$ cat src/rtl/fpx_pkg.sv
package fpx_pkg;
  // number of exception flag kinds
  localparam int unsigned FLAG_W = 5;

  // flag positions inside every 5-bit field (priority follows position)
  localparam int unsigned FL_INVALID  = 4;
  localparam int unsigned FL_OVERFLOW = 3;
  localparam int unsigned FL_UNDER    = 2;
  localparam int unsigned FL_DIVZERO  = 1;
  localparam int unsigned FL_INEXACT  = 0;

  typedef logic [FLAG_W-1:0] fpx_flags_t;
endpackage

$ cat src/rtl/fpx_trap_decide.sv
// Decides whether an operation traps and which flags it reports.
// Priority is by bit position: the highest set bit of the masked set wins.
module fpx_trap_decide #(
  parameter int unsigned NF = fpx_pkg::FLAG_W
) (
  input  logic [NF-1:0] raised,
  input  logic [NF-1:0] enables,
  output logic          trap,
  output logic [NF-1:0] report
);
  logic [NF-1:0] masked;
  logic [NF-1:0] pick;
  logic [NF:0]   above;   // above[i]: some masked bit at position >= i

  assign masked    = raised & enables;
  assign above[NF] = 1'b0;

  for (genvar i = NF - 1; i >= 0; i--) begin : g_prio
    assign pick[i]  = masked[i] & ~above[i+1];
    assign above[i] = above[i+1] | masked[i];
  end

  assign trap   = |masked;
  assign report = trap ? pick : raised;
endmodule

$ cat src/rtl/fpx_status_merge.sv
// Rewrites the current, accrued and trap-type parts of the status word.
module fpx_status_merge #(
  parameter int unsigned STAT_W  = 64,
  parameter int unsigned NF      = fpx_pkg::FLAG_W,
  parameter int unsigned ACC_LSB = 5,
  parameter int unsigned CUR_LSB = 0,
  parameter int unsigned TT_BIT  = 14
) (
  input  logic [STAT_W-1:0] stat_old,
  input  logic [NF-1:0]     report,
  input  logic              trap,
  output logic [STAT_W-1:0] stat_new
);
  localparam int unsigned ACC_MSB = ACC_LSB + NF - 1;
  localparam int unsigned CUR_MSB = CUR_LSB + NF - 1;

  logic [NF-1:0] acc_old;
  logic [NF-1:0] acc_next;

  assign acc_old  = stat_old[ACC_MSB:ACC_LSB];
  assign acc_next = trap ? acc_old : (acc_old | report);

  always_comb begin
    stat_new                   = stat_old;
    stat_new[CUR_MSB:CUR_LSB]  = report;
    stat_new[ACC_MSB:ACC_LSB]  = acc_next;
    if (trap) stat_new[TT_BIT] = 1'b1;
  end
endmodule

$ cat src/rtl/fpx_pc_step.sv
// Advances the program counter pair unless a trap holds it.
module fpx_pc_step #(
  parameter int unsigned PC_W    = 64,
  parameter int unsigned PC_STEP = 4
) (
  input  logic [PC_W-1:0] pc_cur,
  input  logic [PC_W-1:0] npc_cur,
  input  logic            hold,
  output logic [PC_W-1:0] pc_nxt,
  output logic [PC_W-1:0] npc_nxt
);
  localparam logic [PC_W-1:0] STEP = PC_W'(PC_STEP);

  assign pc_nxt  = hold ? pc_cur  : npc_cur;
  assign npc_nxt = hold ? npc_cur : npc_cur + STEP;
endmodule

$ cat src/rtl/fpx_status_recorder.sv
module fpx_status_recorder #(
  parameter int unsigned STAT_W  = 64,
  parameter int unsigned PC_W    = 64,
  parameter int unsigned NF      = fpx_pkg::FLAG_W,
  parameter int unsigned ENA_LSB = 23,
  parameter int unsigned ACC_LSB = 5,
  parameter int unsigned CUR_LSB = 0,
  parameter int unsigned TT_BIT  = 14,
  parameter int unsigned PC_STEP = 4
) (
  input  logic              clk,
  input  logic              rst,
  input  logic              op_valid,
  input  logic [NF-1:0]     op_flags,
  input  logic [STAT_W-1:0] stat_in,
  input  logic [PC_W-1:0]   pc_in,
  input  logic [PC_W-1:0]   npc_in,
  output logic              done,
  output logic              trap_taken,
  output logic [STAT_W-1:0] stat_out,
  output logic [PC_W-1:0]   pc_out,
  output logic [PC_W-1:0]   npc_out
);
  localparam int unsigned ENA_MSB = ENA_LSB + NF - 1;
  localparam int unsigned ACC_MSB = ACC_LSB + NF - 1;
  localparam int unsigned CUR_MSB = CUR_LSB + NF - 1;

  logic              trap_c;
  logic [NF-1:0]     report_c;
  logic [STAT_W-1:0] stat_c;
  logic [PC_W-1:0]   pc_c;
  logic [PC_W-1:0]   npc_c;

  fpx_trap_decide #(.NF(NF)) u_decide (
    .raised  (op_flags),
    .enables (stat_in[ENA_MSB:ENA_LSB]),
    .trap    (trap_c),
    .report  (report_c)
  );

  fpx_status_merge #(
    .STAT_W(STAT_W), .NF(NF), .ACC_LSB(ACC_LSB), .CUR_LSB(CUR_LSB), .TT_BIT(TT_BIT)
  ) u_merge (
    .stat_old (stat_in),
    .report   (report_c),
    .trap     (trap_c),
    .stat_new (stat_c)
  );

  fpx_pc_step #(.PC_W(PC_W), .PC_STEP(PC_STEP)) u_step (
    .pc_cur  (pc_in),
    .npc_cur (npc_in),
    .hold    (trap_c),
    .pc_nxt  (pc_c),
    .npc_nxt (npc_c)
  );

  always_ff @(posedge clk) begin
    if (rst) begin
      done       <= 1'b0;
      trap_taken <= 1'b0;
      stat_out   <= '0;
      pc_out     <= '0;
      npc_out    <= '0;
    end else begin
      done <= op_valid;
      if (op_valid) begin
        trap_taken <= trap_c;
        stat_out   <= stat_c;
        pc_out     <= pc_c;
        npc_out    <= npc_c;
      end
    end
  end

  // ---------------- assertions ----------------
  AST_DONE_AFTER_VALID: assert property (@(posedge clk) disable iff (rst)
    op_valid |=> done);
  AST_NO_DONE_IDLE: assert property (@(posedge clk) disable iff (rst)
    !op_valid |=> !done && $stable(stat_out) && $stable(pc_out));
  AST_TRAP_CAUSE: assert property (@(posedge clk) disable iff (rst)
    op_valid |=> trap_taken == ($past(op_flags & stat_in[ENA_MSB:ENA_LSB]) != '0));
  AST_TRAP_ONE_FLAG: assert property (@(posedge clk) disable iff (rst)
    done && trap_taken |-> $countones(stat_out[CUR_MSB:CUR_LSB]) == 1);
  AST_TRAP_FLAG_LEGAL: assert property (@(posedge clk) disable iff (rst)
    op_valid |=> !trap_taken ||
      ((stat_out[CUR_MSB:CUR_LSB] & ~$past(op_flags & stat_in[ENA_MSB:ENA_LSB])) == '0));
  AST_TRAP_KEEP_ACC: assert property (@(posedge clk) disable iff (rst)
    op_valid |=> !trap_taken ||
      (stat_out[ACC_MSB:ACC_LSB] == $past(stat_in[ACC_MSB:ACC_LSB]) && stat_out[TT_BIT]));
  AST_ACC_MONOTONE: assert property (@(posedge clk) disable iff (rst)
    op_valid |=> trap_taken ||
      ((stat_out[ACC_MSB:ACC_LSB] & $past(stat_in[ACC_MSB:ACC_LSB])) ==
        $past(stat_in[ACC_MSB:ACC_LSB])));
  AST_ENA_PASS: assert property (@(posedge clk) disable iff (rst)
    op_valid |=> stat_out[ENA_MSB:ENA_LSB] == $past(stat_in[ENA_MSB:ENA_LSB]));
  AST_PC_HOLD: assert property (@(posedge clk) disable iff (rst)
    op_valid |=> !trap_taken || (pc_out == $past(pc_in) && npc_out == $past(npc_in)));
  AST_PC_ADVANCE: assert property (@(posedge clk) disable iff (rst)
    op_valid |=> trap_taken ||
      (pc_out == $past(npc_in) && npc_out == $past(npc_in) + PC_W'(PC_STEP)));
endmodule

$ cat config.mk
export PLATFORM = sky130hd
export DESIGN_NAME = fpx_status_recorder
export DESIGN_NICKNAME = d
export VERILOG_FILES = /design/src/rtl/fpx_pkg.sv /design/src/rtl/fpx_trap_decide.sv /design/src/rtl/fpx_status_merge.sv /design/src/rtl/fpx_pc_step.sv /design/src/rtl/fpx_status_recorder.sv
export SDC_FILE = /design/constraint.sdc
export NUM_CORES = 1
export LEC_CHECK = 0
export BUFFER_PORTS_ARGS = -buffer_cell sky130_fd_sc_hd__clkbuf_2
export CORE_AREA = 4 4 150 152
export DETAILED_ROUTE_END_ITERATION = 8
export DIE_AREA = 0 0 154 156
export PLACE_DENSITY = 0.75
export SYNTH_ARGS = -nofsm -noshare
export SYNTH_HDL_FRONTEND = slang
export SYNTH_SLANG_ARGS = --single-unit
$ cat constraint.sdc
create_clock -name clk -period 2.17 [get_ports clk]
set_input_delay 0.217 -clock clk [delete_from_list [all_inputs] [get_ports clk]]
set_output_delay 0.217 -clock clk [all_outputs]
set_load 0.03 [all_outputs]
==> metrics.md, run 1 <==
| Metric | Value |
|---|---|
| Run status | completed |
| DIE WIDTH | 154 µm |
| # setup viols final | 0 |
| Post-CTS Resized | 0 |
| Post-synthesis mux area share | 6.12% |
| Final worst path period need | 1.90 ns |
| Vias | 9733 |
| Final hold vios | 0 |
| Sequential fraction of the synthesis area | 43.1% |
| Starting Density | 42.8% |
| GP Congestion | 0.853 |
| Type of the worst setup path | in -> reg |
| Antenna Nets Post-Route | 0 |
| Ys Warns | 0 |
| Critical Path Start Type | input port |
| Fin area | 12300 µm² |
| Simple-gate share of the synthesized area | 27.1% |
| Crit end category | flop |
| CTS tree | built |
| RSZ-0062 raised after global routing | no |
| CP Max Fanout | 15 |
| Arrival time worst endpoint | 2.24 ns |
| CTS max path bufs | 2 |
| Port Buffer Count | 388 |
| Drt pass-1 iters | 6 |
| Post-synthesis cell type count | 55 |
| Syn nets | 1290 |
| Worst hold start | stat_in[16] |
| DPL Wire Length | 24600 µm |
| Die Footprint | 24000 µm² |
| Diodes inserted | 0 |
| Total track usage | 26.0% |
| Antenna violations before repair | 0 |
| Synth Instances | 1089 |
| Most frequently used flop master after synthesis | dfxtp_1 |
| GR Overflow Total | 0 |
| Final Max Slew Viols | 0 |
| H-tree levels | 4 |
| Avg Cell Area, Syn | 8.27 µm² |
| FP Rows | 53 |
| Vias in the first global route | 9513 |
| Area Growth Syn to Fin | 37.0% |
| R2R Path Start | npc_out[52]$_SDFFE_PP0P_ |
| Final WL | 32700 µm |
| Setup_tns | 0 ns |
| Number of enable flip-flop cells after synthesis | 0 |
| Adder-cell area share of the yosys netlist | 0.139% |
| Flops & latches, synth | 194 |
| Clock sink count | 194 |
| Setup bufs post-CTS | 0 |
| Nets | 1704 |
| Fillcell total | 1879 |
| Period utilization | 87.3% |
| Clk_lat worst skew | 0.43 ns |
| Share of post-route cells with drive strength above 1 | 35.2% |
| Post-synthesis xor/xnor area fraction | 1.85% |
| Core area | 21000 µm² |
| Drt drc | 0 |
| Cell Area, Synth | 9000 µm² |
| CTS clock-pin slew for the worst setup and hold paths | 0.08 ns |
| Number of max-cap violations | 0 |
| Die Y | 156 µm |
| Critical path origin | stat_in[27] |
| Hold slack | 0.0137 ns |
| Complex-gate fraction of the synthesized area | 16.4% |
| Hold Path Class | in -> reg |
| Largest family of logic cells by synthesized area | simple AND/OR/NAND/NOR gates |
| First-pass GRT wire length | 50700 µm |
| Pwr Density | 740 nW/µm² |
| Area of the multi-input gates | 4650 µm² |
| Vias per cell | 5.44 |
| Worst vdd ir | 498 µV |
| Static Leak | 0.00565 µW |
| Register area | 3880 µm² |
| Worst slew margin | 48.6% |
| Wire per inst | 18.3 µm |
| Async S/R FF share, synth | 0% |
| Worst Skew | 0 ns |
| Post-CTS Hold Fix Bufs | 0 |
| Reg-to-reg slack, setup | 1.25 ns |
| Clock Tree Root | clkbuf_16 |
| Dpl cell area | 11700 µm² |
| Boundary Pins | 394 |
| Max Fclk | 0.528 GHz |
| Pin count of the biggest net entering global routing | 143 |
| Slew @ Worst Pin | 0.770 ns |
| Detailed Route Iter0 Violations | 612 |
| CTS Buf Count | 17 |
| Crit path required time | 2.51 ns |
| Post-Route Utilization | 58.7% |
## cell usage after synthesis (all sizes together), types with 2 or more instances
cell / n / area share, %
nor2: 199 / 8.3
dfxtp: 194 / 43
nand2: 169 / 7.0
a311oi: 94 / 9.1
clkbuf: 76 / 3.5
mux2i: 55 / 6.1
nand4: 29 / 2.2
a211oi: 26 / 2.2
nand3: 24 / 1.3
or4: 24 / 2.1
o31ai: 20 / 1.7
nor4: 18 / 1.3
inv: 16 / 0.67
and4: 15 / 1.5
buf: 15 / 0.96
or3: 15 / 1.1
nor3: 13 / 0.72
a21oi: 11 / 0.61
xnor2: 11 / 1.1
and3: 9 / 0.65
o21ai: 9 / 0.50
xor2: 8 / 0.78
o311a: 5 / 0.56
and2: 4 / 0.28
or2: 4 / 0.28
a22oi: 2 / 0.17
a311o: 2 / 0.22
a31oi: 2 / 0.14
nand2b: 2 / 0.14
o2111ai: 2 / 0.19
o211ai: 2 / 0.17
o21a: 2 / 0.17
## layer usage
layer,routed length (µm),GRT usage (%),vias to the layer above
met5,0,0,-
li1,-,-,4786
met3,2310,6.10,54
met2,16500,46.5,377
met1,13000,30.5,4516
met4,814,9.29,0
## cell type report
class / instances / share of cell area (%)
clock inverters: 14 / 1.38
clock buffers: 17 / 3.45
inverters: 16 / 0.487
repair buffers: 487 / 22.7
flip-flops and latches: 194 / 31.5
well taps: 275 / 2.79
multi-input cells: 787 / 37.7
## worst paths after layout
check	cells past startpoint	endpoint
setup / recovery	8	npc_out[43]$_SDFFE_PP0P_
hold / removal	3	stat_out[16]$_SDFFE_PP0P_
setup reg to reg	3	npc_out[52]$_SDFFE_PP0P_
hold reg to reg	2	stat_out[1]$_SDFFE_PP0P_
## cells by family after synthesis
group | Yosys count
AND/OR/NAND/NOR | 528
flip-flops | 194
AO/OA/AOI/OAI | 184
buffers and inverters | 108
multiplexers | 55
XOR/XNOR | 19
adder cells (fa/ha/maj) | 1
## state kept, by name, indices dropped and copies added (netlist names)
| name | flops |
|---|---|
| npc_out | 64 |
| done | 1 |
| trap_taken | 1 |
| pc_out | 64 |
| stat_out | 64 |
## critical path: stages
cell,delay (ns)
clkbuf_2,0.13
a222oi_1,0.35
buf_4,0.22
and3_2,0.23
nand4_1,0.10
buf_4,0.20
or4_2,0.54
a311oi_1,0.25
## metrics by stage
step	std cells	worst slack (ns)	power [µW]
floorplan	1089	0.0586	5150
detailed placement	1759	-0.175	5970
global route	1790	0.0742	9500
finish	1790	0.275	9130
CTS	1790	0.275	9190
global placement	1759	-0.105	5920
## power breakdown
group / leakage [µW] / switching [µW] / total, µW / internal [µW]
registers: 0.00161 / 135 / 3940 / 3810
logic: 0.00375 / 1280 / 1940 / 667
clock network: 0.000289 / 1600 / 3250 / 1650
total: 0.00565 / 3010 / 9130 / 6130
## layout by cell type (no fill, tap or decap), types with 24 or more instances in the layout
| cell | n |
|---|---|
| nand3_1 | 24 |
| nand4_1 | 28 |
| nand2_1 | 168 |
| nor2_1 | 199 |
| clkbuf_2 | 386 |
| a311oi_1 | 94 |
| dfxtp_1 | 194 |
| mux2i_1 | 55 |
| buf_4 | 91 |
| a211oi_1 | 26 |
Note: power is estimated with default switching activity, not from simulation.
==> run 2, diff against run 1 <==
--- a/config.mk
+++ b/config.mk
@@ -6,10 +6,11 @@
 export NUM_CORES = 1
 export LEC_CHECK = 0
 export BUFFER_PORTS_ARGS = -buffer_cell sky130_fd_sc_hd__clkbuf_2
-export CORE_AREA = 4 4 150 152
+export CORE_AREA = 4 4 140 169
 export DETAILED_ROUTE_END_ITERATION = 8
-export DIE_AREA = 0 0 154 156
+export DIE_AREA = 0 0 144 173
 export PLACE_DENSITY = 0.75
 export SYNTH_ARGS = -nofsm -noshare
 export SYNTH_HDL_FRONTEND = slang
+export SYNTH_HIERARCHICAL = 1
 export SYNTH_SLANG_ARGS = --single-unit
==> run 2 against run 1 <==
  * Utilization down 2.6 points
  * Clock power about the same
  * Non-clock buffer count down 28
  * Final area up 0.75%
  * Sequential power about the same
  * Power down 0.56%
  * Clock skew unchanged
  * Critical path depth up 5
  * Worst setup slack worse by 0.077 ns
  * Largest cell class unchanged
  * Largest power group unchanged
  * Highest routed layer unchanged
==> metrics.md, run 2 <==
| Metric | Value |
|---|---|
| Share of post-route cells with drive strength above 1 | 41.5% (+6.3 points) |
| Die Footprint | 24900 µm² (+3.7%) |
| DIE WIDTH | 144 µm (-6.5%) |
| Number of enable flip-flop cells after synthesis | 0 (unchanged) |
| Area Growth Syn to Fin | 29.3% |
| Cell Area, Synth | 9620 µm² (+6.8%) |
| Post-CTS Hold Fix Bufs | 6 (+6) |
| Antenna violations before repair | 1 (+1) |
| CP Max Fanout | 16 (+1) |
| Antenna Nets Post-Route | 0 (unchanged) |
| H-tree levels | 4 (unchanged) |
| Final cell count without fillers | 1649 (-7.9%) |
| Die Y | 173 µm (+11%) |
| Drt drc | 0 (unchanged) |
| Clock sink count | 194 (unchanged) |
| Final Max Slew Viols | 0 (unchanged) |
| Crit end category | flop |
| # setup viols final | 0 (unchanged) |
| Static Leak | 0.00635 µW (+12%) |
| Placed Cells | 1611 (-8.4%) |
| Crit path required time | 2.46 ns (-0.05 ns) |
| Synth Instances | 996 (-8.5%) |
| Nets | 1558 (-8.6%) |
| Sequential fraction of the synthesis area | 40.4% (-2.8 points) |
| Boundary Pins | 394 (unchanged) |
| Post-CTS Resized | 0 (unchanged) |
| Vias per cell | 4.96 (-8.8%) |
| Drt pass-1 iters | 7 (+1) |
| Largest cells by area after synthesis | dfxtp_1, mux2i_1, nor2_1 |
| Worst Skew | 0 ns (unchanged) |
| Clock Tree Root | clkbuf_16 |
| FP Rows | 60 (+13%) |
| Top-area cell type share of the netlist area | 40.4% (-2.8 points) |
| Total track usage | 20.9% (-5.1 points) |
| Arrival time worst endpoint | 2.27 ns (+0.03 ns) |
| Final worst path period need | 1.97 ns (+0.0767 ns) |
| Post-synthesis cell type count | 41 (-25%) |
| Fin area | 12400 µm² (+0.75%) |
| Run status | completed |
| Wire per inst | 16.5 µm (-9.8%) |
| Number of max-cap violations | 0 (unchanged) |
| Worst vdd ir | 539 µV (+8.2%) |
| Final hold vios | 0 (unchanged) |
| Critical Path Start Type | input port |
| Type of the worst setup path | in -> reg |
| Detailed Route Iter0 Violations | 312 (-49%) |
| Async S/R FF share, synth | 0% (unchanged) |
| Worst slew margin | 54.9% (+6.3 points) |
| Synth cell count leaders | nor2_1, dfxtp_1, mux2i_1, buf_4, mux2_2 |
| First-pass GRT wire length | 42200 µm (-17%) |
| Slew @ Worst Pin | 0.676 ns (-0.0940 ns) |
| Flops & latches, synth | 194 (unchanged) |
| Cell with the most instances after synthesis | nor2_1 |
| CTS clock-pin slew for the worst setup and hold paths | 0.07 ns (about the same) |
| Ys Warns | 6 (+6) |
| CTS max path bufs | 2 (unchanged) |
| Avg Cell Area, Syn | 9.65 µm² (+17%) |
| Final WL | 27200 µm (-17%) |
| CTS tree | built |
| DPL Wire Length | 21000 µm (-15%) |
| CTS Buf Count | 17 (unchanged) |
| Clk_lat worst skew | 0.43 ns (about the same) |
| Syn nets | 1197 (-7.2%) |
| Period utilization | 90.9% (+3.5 points) |
| Depth of the worst hold-timing path | 3 (unchanged) |
| Commonest cells after routing, fill and taps aside | clkbuf_2, nor2_1, dfxtp_1 |
| Port Buffer Count | 388 (unchanged) |
| Leading cell type in the layout, fill and taps excluded | clkbuf_2 |
| Vias in the first global route | 8118 (-15%) |
| Synth area leader | dfxtp_1 |
| Vias | 8180 (-16%) |
| Pin count of the biggest net entering global routing | 76 (-47%) |
| Reg2Reg Depth | 2 (-1) |
| Hold Path Class | in -> reg |
| Dpl cell area | 11700 µm² (about the same) |
| Diodes inserted | 0 (unchanged) |
| GP Congestion | 0.863 (+1.2%) |
| Starting Density | 43.4% (+0.59 points) |
| Max Fclk | 0.507 GHz (-3.9%) |
| Pwr Density | 731 nW/µm² (-1.3%) |
| Setup bufs post-CTS | 0 (unchanged) |
| GR Overflow Total | 0 (unchanged) |
| Core area | 22100 µm² (+5.4%) |
| RSZ-0062 raised after global routing | no |
| Most frequently used flop master after synthesis | dfxtp_1 |
| Top Registers | npc_out x64, pc_out x64, stat_out x64 |
## run 2: cell types whose count changed after synthesis, sizes merged, moves of 22 or more
cell / delta
or4: -23
a211oi: -26
mux2: +52
a311oi: -94
clkbuf: -64
nand2: -132
xor2: +22
mux2i: +138
buf: +90
## run 2: path summary, 6_finish.rpt
check,to,slack (ns),start
hold / removal,stat_out[16]$_SDFFE_PP0P_,0.02,stat_in[16]
setup / recovery,npc_out[48]$_SDFFE_PP0P_,0.20,stat_in[25]
setup reg to reg,stat_out[63]$_SDFFE_PP0P_,1.52,stat_out[63]$_SDFFE_PP0P_
hold reg to reg,pc_out[8]$_SDFFE_PP0P_,0.49,pc_out[8]$_SDFFE_PP0P_
## run 2: metrics by stage
stage                     power [µW]  hold slack [ns]  setup TNS, ns  setup WS (ns)  utilization [%]
after floorplan                 5280            0.432          -4.65         -0.190                -
after global placement          5850            0.450          -4.57         -0.222             53.0
after detailed placement        5890            0.461          -6.96         -0.263             53.0
after CTS                       9190         0.000321              0          0.187             56.1
after global routing            9480          0.00274              0         0.0413             56.1
final                           9080           0.0228              0          0.198             56.1
## run 2: critical path: stages
cell and delay [ns]:
clkbuf_2 0.09, a222oi_1 0.35, buf_4 0.20, nand2_4 0.06
nand4b_4 0.21, nor4_4 0.20, buf_4 0.19, nand4_4 0.10
buf_12 0.18, nor4_2 0.17, xor2_1 0.10, mux2i_1 0.14
nor2_1 0.05
## run 2: where the power goes
| group | total, µW | internal [µW] | leakage [µW] | switching (µW) |
|---|---|---|---|---|
| clock network | 3280 | 1700 | 0.000300 | 1580 |
| logic | 1900 | 740 | 0.00445 | 1160 |
| registers | 3910 | 3790 | 0.00160 | 119 |
| total | 9080 | 6230 | 0.00635 | 2850 |
## run 2: per-layer routing
| layer | global-route usage [%] | vias to the layer above | routed length, µm |
|---|---|---|---|
| met5 | 0 | - | 0 |
| li1 | - | 4035 | - |
| met3 | 5.06 | 64 | 1790 |
| met4 | 9.46 | 0 | 992 |
| met2 | 36.2 | 299 | 13400 |
| met1 | 24.2 | 3782 | 11000 |
## run 2: kinds of logic (layout without fill, tap and decap cells)
group	Yosys count	after routing	share of synthesized area [%]
simple gates	339	339	15.8
mux	245	245	26.2
flops	194	194	40.4
buf+inv	131	505	10.1
xor+xnor	61	61	5.56
compound gates	25	25	1.80
fa+ha+maj	1	1	0.130
## run 2: cell type report
| cell class | instances | area, µm² |
|---|---|---|
| clock inverter | 14 | 183 |
| sequential | 194 | 3880 |
| tap | 279 | 349 |
| timing repair buffer | 459 | 2620 |
| clock buffer | 18 | 439 |
| fill | 1950 | 9720 |
| inverter | 14 | 52.6 |
| multi-input combinational | 671 | 4900 |
